File: config.mk
export PLATFORM = sky130hd
export DESIGN_NAME = hiccup_supervisor
export DESIGN_NICKNAME = d
export VERILOG_FILES = /design/src/rtl/hs_pkg.sv /design/src/rtl/hs_ilim_counter.sv /design/src/rtl/hs_ov_filter.sv /design/src/rtl/hs_off_timer.sv /design/src/rtl/hiccup_supervisor.sv
export SDC_FILE = /design/constraint.sdc
export NUM_CORES = 1
export LEC_CHECK = 0
export CAP_MARGIN = 20
export CORE_MARGIN = 2
export CORE_UTILIZATION = 61
export CTS_CLUSTER_DIAMETER = 200
export DETAILED_ROUTE_END_ITERATION = 6
export PLACE_DENSITY = 0.84
export SLEW_MARGIN = 20
export SYNTH_ARGS = -nofsm -noshare
export SYNTH_HDL_FRONTEND = slang
export SYNTH_SLANG_ARGS = --single-unit
File: constraint.sdc
create_clock -name clk -period 4.17 [get_ports clk]
set_clock_uncertainty 0.15 [all_clocks]
set_input_delay 0.6255 -clock clk [delete_from_list [all_inputs] [get_ports clk]]
set_output_delay 0.6255 -clock clk [all_outputs]
set_load 0.05 [all_outputs]
File: src/rtl/hs_pkg.sv
package hs_pkg;
  typedef enum logic [1:0] {
    ST_IDLE   = 2'd0,
    ST_RUN    = 2'd1,
    ST_HICCUP = 2'd2
  } hs_state_e;
endpackage

File: src/rtl/hs_ilim_counter.sv
// Counts consecutive switching periods that saw a current-limit pulse.
module hs_ilim_counter #(
  parameter int LIMIT_CYCLES = 16
) (
  input  logic clk,
  input  logic rst,
  input  logic active,
  input  logic cyc_end,
  input  logic ilim,
  output logic trip
);
  localparam int CW = (LIMIT_CYCLES > 1) ? $clog2(LIMIT_CYCLES) : 1;
  localparam logic [CW-1:0] LAST = CW'(LIMIT_CYCLES - 1);

  logic [CW-1:0] run_cnt;
  logic          seen;
  logic          hit;

  assign hit  = seen | ilim;
  assign trip = active & cyc_end & hit & (run_cnt == LAST);

  always_ff @(posedge clk) begin
    if (rst || !active) begin
      run_cnt <= '0;
      seen    <= 1'b0;
    end else if (cyc_end) begin
      seen <= 1'b0;
      if (!hit)                 run_cnt <= '0;
      else if (run_cnt == LAST) run_cnt <= '0;
      else                      run_cnt <= run_cnt + 1'b1;
    end else begin
      seen <= hit;
    end
  end
endmodule

File: src/rtl/hs_ov_filter.sv
// Passes the over-voltage level only after it has been high for FILT_CLKS samples.
module hs_ov_filter #(
  parameter int FILT_CLKS = 8
) (
  input  logic clk,
  input  logic rst,
  input  logic ov_raw,
  output logic ov_flt
);
  generate
    if (FILT_CLKS < 2) begin : g_direct
      always_ff @(posedge clk) begin
        if (rst) ov_flt <= 1'b0;
        else     ov_flt <= ov_raw;
      end
    end else begin : g_count
      localparam int FW = $clog2(FILT_CLKS);
      localparam logic [FW-1:0] LAST = FW'(FILT_CLKS - 1);
      logic [FW-1:0] hi_cnt;
      always_ff @(posedge clk) begin
        if (rst) begin
          hi_cnt <= '0;
          ov_flt <= 1'b0;
        end else begin
          ov_flt <= ov_raw && (hi_cnt == LAST);
          if (!ov_raw)              hi_cnt <= '0;
          else if (hi_cnt != LAST)  hi_cnt <= hi_cnt + 1'b1;
        end
      end
    end
  endgenerate
endmodule

File: src/rtl/hs_off_timer.sv
// Down-counter that measures the tri-state wait.
module hs_off_timer #(
  parameter int OFF_CYCLES = 85000
) (
  input  logic clk,
  input  logic rst,
  input  logic load,
  input  logic run,
  output logic expired
);
  localparam int TW = (OFF_CYCLES > 1) ? $clog2(OFF_CYCLES) : 1;
  localparam logic [TW-1:0] LOADV = TW'(OFF_CYCLES - 1);

  logic [TW-1:0] left;

  assign expired = run && (left == '0);

  always_ff @(posedge clk) begin
    if (rst)                      left <= '0;
    else if (load)                left <= LOADV;
    else if (run && left != '0)   left <= left - 1'b1;
  end
endmodule

File: src/rtl/hiccup_supervisor.sv
module hiccup_supervisor #(
  parameter int LIMIT_CYCLES = 16,
  parameter int OFF_CYCLES   = 85000,
  parameter int OV_FILT_CLKS = 8
) (
  input  logic clk,
  input  logic rst,
  input  logic en,
  input  logic cyc_end,
  input  logic ilim,
  input  logic uv_in,
  input  logic ov_in,
  input  logic ot_in,
  output logic sw_allow,
  output logic stage_tristate,
  output logic ss_req,
  output logic stat_uv,
  output logic stat_ov,
  output logic stat_ot
);
  import hs_pkg::*;

  hs_state_e state_q, state_n;
  logic      trip;
  logic      expired;
  logic      ov_flt;
  logic      fault;
  logic      go_ok;
  logic      load_timer;

  hs_ilim_counter #(.LIMIT_CYCLES(LIMIT_CYCLES)) u_cnt (
    .clk     (clk),
    .rst     (rst),
    .active  (state_q == ST_RUN),
    .cyc_end (cyc_end),
    .ilim    (ilim),
    .trip    (trip)
  );

  hs_ov_filter #(.FILT_CLKS(OV_FILT_CLKS)) u_ovf (
    .clk    (clk),
    .rst    (rst),
    .ov_raw (ov_in),
    .ov_flt (ov_flt)
  );

  hs_off_timer #(.OFF_CYCLES(OFF_CYCLES)) u_tmr (
    .clk     (clk),
    .rst     (rst),
    .load    (load_timer),
    .run     (state_q == ST_HICCUP),
    .expired (expired)
  );

  assign fault = uv_in | ov_flt | ot_in;
  assign go_ok = en & ~fault;

  always_comb begin
    state_n = state_q;
    unique case (state_q)
      ST_IDLE:   if (go_ok) state_n = ST_RUN;
      ST_RUN: begin
        if (!go_ok)    state_n = ST_IDLE;
        else if (trip) state_n = ST_HICCUP;
      end
      ST_HICCUP: if (expired) state_n = go_ok ? ST_RUN : ST_IDLE;
      default:   state_n = ST_IDLE;
    endcase
  end

  assign load_timer = (state_q == ST_RUN) && (state_n == ST_HICCUP);

  always_ff @(posedge clk) begin
    if (rst) begin
      state_q        <= ST_IDLE;
      sw_allow       <= 1'b0;
      stage_tristate <= 1'b0;
      ss_req         <= 1'b0;
      stat_uv        <= 1'b0;
      stat_ot        <= 1'b0;
    end else begin
      state_q        <= state_n;
      sw_allow       <= (state_n == ST_RUN);
      stage_tristate <= (state_n == ST_HICCUP);
      ss_req         <= (state_n == ST_RUN) && (state_q != ST_RUN);
      stat_uv        <= uv_in;
      stat_ot        <= ot_in;
    end
  end

  assign stat_ov = ov_flt;
endmodule

==> flow_metrics.env <==
export IMPL_worstPathMaxFanout=11
export IMPL_holdPathEnd="u_tmr.left[12]"
export IMPL_setup_viol=0
export IMPL_synth_edf_count=0
export IMPL_drtPass1Iterations=4
export IMPL_hold_path_depth=2
export IMPL_fp_dieW_um=55.7
export IMPL_yosysWarningCount=0
export IMPL_finalCritPeriodShare=0.587
export IMPL_slowest_delay_ns=0.65
export IMPL_worst_pin_slew_ns=0.748
export IMPL_slew_headroom=0.499
export IMPL_antenna_found_initial=0
export IMPL_first_global_vias=1345
export IMPL_mostFrequentLayoutCell="dfxtp_1"
export IMPL_ys_seq_area_frac=0.406
export IMPL_crit_start="u_tmr.left[0]"
export IMPL_cts_tree="done"
export IMPL_portBuffers=13
export IMPL_clk_pin_slew_worst_paths_ns=0.09
export IMPL_grt_pass1_wl_um=5910
export IMPL_hp_class="flop to flop"
export IMPL_fin_setup_tns_ns=0
export IMPL_core_um2=2500
export IMPL_syn_avg_cell_area_um2=9.05
export IMPL_ys_types=45
export IMPL_worst_slack_ns=1.72
export IMPL_dpl_worst_slack_ns=1.51
export IMPL_crit_type="flop to flop"
export IMPL_nets=210
export IMPL_wirelength_um=3390
export IMPL_dpl_hpwl_um=2520
export IMPL_viasPerCell=6.50
export IMPL_fmax_ghz=0.409
export IMPL_cts_resized=0
export IMPL_synth_seq_cells=33
export IMPL_die_area_um2=3100
export IMPL_start_kind="flop"
export IMPL_rsz0062_at_grt="false"
export IMPL_drt_iter0_drc=46
export IMPL_ff2ff_setup_slack_ns=1.72
export IMPL_cts_sinks=33
export IMPL_status="finished clean"
export IMPL_std_cell_rows=18
export IMPL_fin_crit_ns=2.45
export IMPL_ctsHoldBuffers=0
export IMPL_drc_errors=0
export IMPL_grt_start_max_net_pins=15
export IMPL_areaGrowthSynthToFinish_pct=12.2
export IMPL_async_flop_share=0
export IMPL_cts_root_buf="clkbuf_4"
export IMPL_reg2reg_from="u_tmr.left[0]"
export IMPL_postRouteAntennaNets=0
export IMPL_critPathCaptureType="flop"
export IMPL_slowest_stage="nor3_2"
export IMPL_die_y_um=55.7
export IMPL_antennaDiodeCount=0
export IMPL_io_pin_count=14
export IMPL_cts_buffer_depth=2
export IMPL_cap_violations=0
export IMPL_post_cts_buffers=0
export IMPL_insertion_delay_ns=0.33
export IMPL_drv_slew=0
export IMPL_overflow=0
export IMPL_powerDensity_nw_per_um2=289
export IMPL_p_leak_nw=0.681
export IMPL_post_drt_wl_per_cell_um=14.9
export IMPL_worst_ep_required_time_ns=4.22
export IMPL_start_util=0.652
export IMPL_vias=1475
export IMPL_synth_flop_cell="dfxtp_1"
export IMPL_final_cell_area_um2=1830
export IMPL_reg2reg_to="u_tmr.left[2]"
export IMPL_numCtsBuffers=5
export IMPL_place_gp_congestion=0.888
export IMPL_placed_area_um2=1770
export IMPL_final_util=0.731
export IMPL_gr_usage_all_layers=0.238
export IMPL_cp_arrival_ns=2.49
export IMPL_worst_r2r_cell_count=6
export IMPL_syn_nets=193
export IMPL_hold_viol_final=0
export IMPL_drive_gt1_frac=0.0914
export IMPL_min_from="u_tmr.left[12]"
export IMPL_dp_cells=220
export IMPL_cp_cell_sequence="inv_1 > ha_1 > or4b_4 > nor3_2 > a2111o_1 > o221ai_1"
export IMPL_irDropWorstVdd_v=0.000239
export IMPL_htreeDepth=2
export IMPL_synthCells=180
export IMPL_syn_area_um2=1630
export IMPL_fin_cells=227
export IMPL_mostFrequentLayoutCells="dfxtp_1 (33), nor2_1 (16), nand2_1 (14), a21oi_1 (13), clkdlybuf4s50_1 (13)"
## registers in the layout, indices dropped and copies added (netlist names)
signal / cells
state_q: 2
u_tmr.left: 17
u_cnt.run_cnt: 4
stage_tristate: 1
sw_allow: 1
u_cnt.seen: 1
u_ovf.g_count.hi_cnt: 3
u_ovf.ov_flt: 1
stat_ot: 1
ss_req: 1
stat_uv: 1
## per-stage QoR
step | power [mW] | hold slack (ns)
2_1_floorplan | 0.346 | 0.310
4_1_cts | 0.532 | 0.356
5_1_grt | 0.551 | 0.385
3_3_place_gp | 0.358 | 0.323
6_report | 0.528 | 0.354
3_5_place_dp | 0.359 | 0.343
## final cells by class
class                      instances  area [um2]
timing repair buffer              13         130
multi-input combinational        140         930
fill                             200         672
clock buffer                       7        55.1
tap                               30        37.5
inverter                           4        15.0
sequential                        33         661
## where the power goes
group          total [mW]  internal [mW]  switching, mW
registers           0.319          0.318        0.00156
logic              0.0325         0.0136         0.0189
clock network       0.176         0.0795         0.0969
total               0.528          0.411          0.117
## per-layer routing
layer,wire length [um],vias to the layer above,GRT usage
li1,-,717,-
met1,1520,695,0.302
met2,1600,52,0.383
met3,204,11,0.0698
met4,66,0,0.0871
met5,0,-,0
## logic make-up (layout without fill, tap and decap cells)
family | after synthesis | in the layout | synth area share
buffers and inverters | 7 | 24 | 0.0238
multiplexers | 4 | 4 | 0.0246
flip-flops | 33 | 33 | 0.406
XOR/XNOR | 1 | 1 | 0.00538
AO/OA/AOI/OAI | 47 | 47 | 0.206
adder cells (fa/ha/maj) | 5 | 5 | 0.0384
AND/OR/NAND/NOR | 83 | 83 | 0.296
## Yosys cell counts, types with 2 or more instances
cell type | instances | area (um2)
nand3_1 | 5 | 25.0
o21ai_0 | 7 | 35.0
nor2_1 | 16 | 60.1
or2_2 | 2 | 12.5
nand2b_1 | 6 | 37.5
o31ai_1 | 9 | 67.6
mux2i_1 | 4 | 40.0
nand2_1 | 14 | 52.6
nor3_1 | 5 | 25.0
nor4_1 | 4 | 25.0
or4_1 | 5 | 37.5
inv_1 | 4 | 15.0
a2111o_1 | 2 | 22.5
nor2b_1 | 2 | 12.5
ha_1 | 5 | 62.6
a21oi_1 | 13 | 65.1
or4b_1 | 2 | 20.0
and3_1 | 5 | 31.3
dfxtp_1 | 33 | 661
a31oi_1 | 4 | 25.0
a221oi_1 | 2 | 17.5
nor3_2 | 3 | 30.0
or3_1 | 6 | 37.5
## worst max-delay path by stage
stage | slack (ns) | endpoint
finish | 1.72 | u_tmr.left[2]
global route | 1.60 | u_tmr.left[1]
CTS | 1.75 | u_tmr.left[0]
detailed placement | 1.51 | u_tmr.left[3]
global placement | 1.53 | u_tmr.left[3]
floorplan | 2.07 | u_tmr.left[3]
## critical path: cells and delay by family (launching register included)
| kind | cells | cell delay, ns |
|---|---|---|
| flops | 1 | 0.37 |
| simple gates | 2 | 1.16 |
| buf+inv | 1 | 0.10 |
| fa+ha+maj | 1 | 0.18 |
| compound gates | 2 | 0.35 |
(Power assumes the default switching activity.)
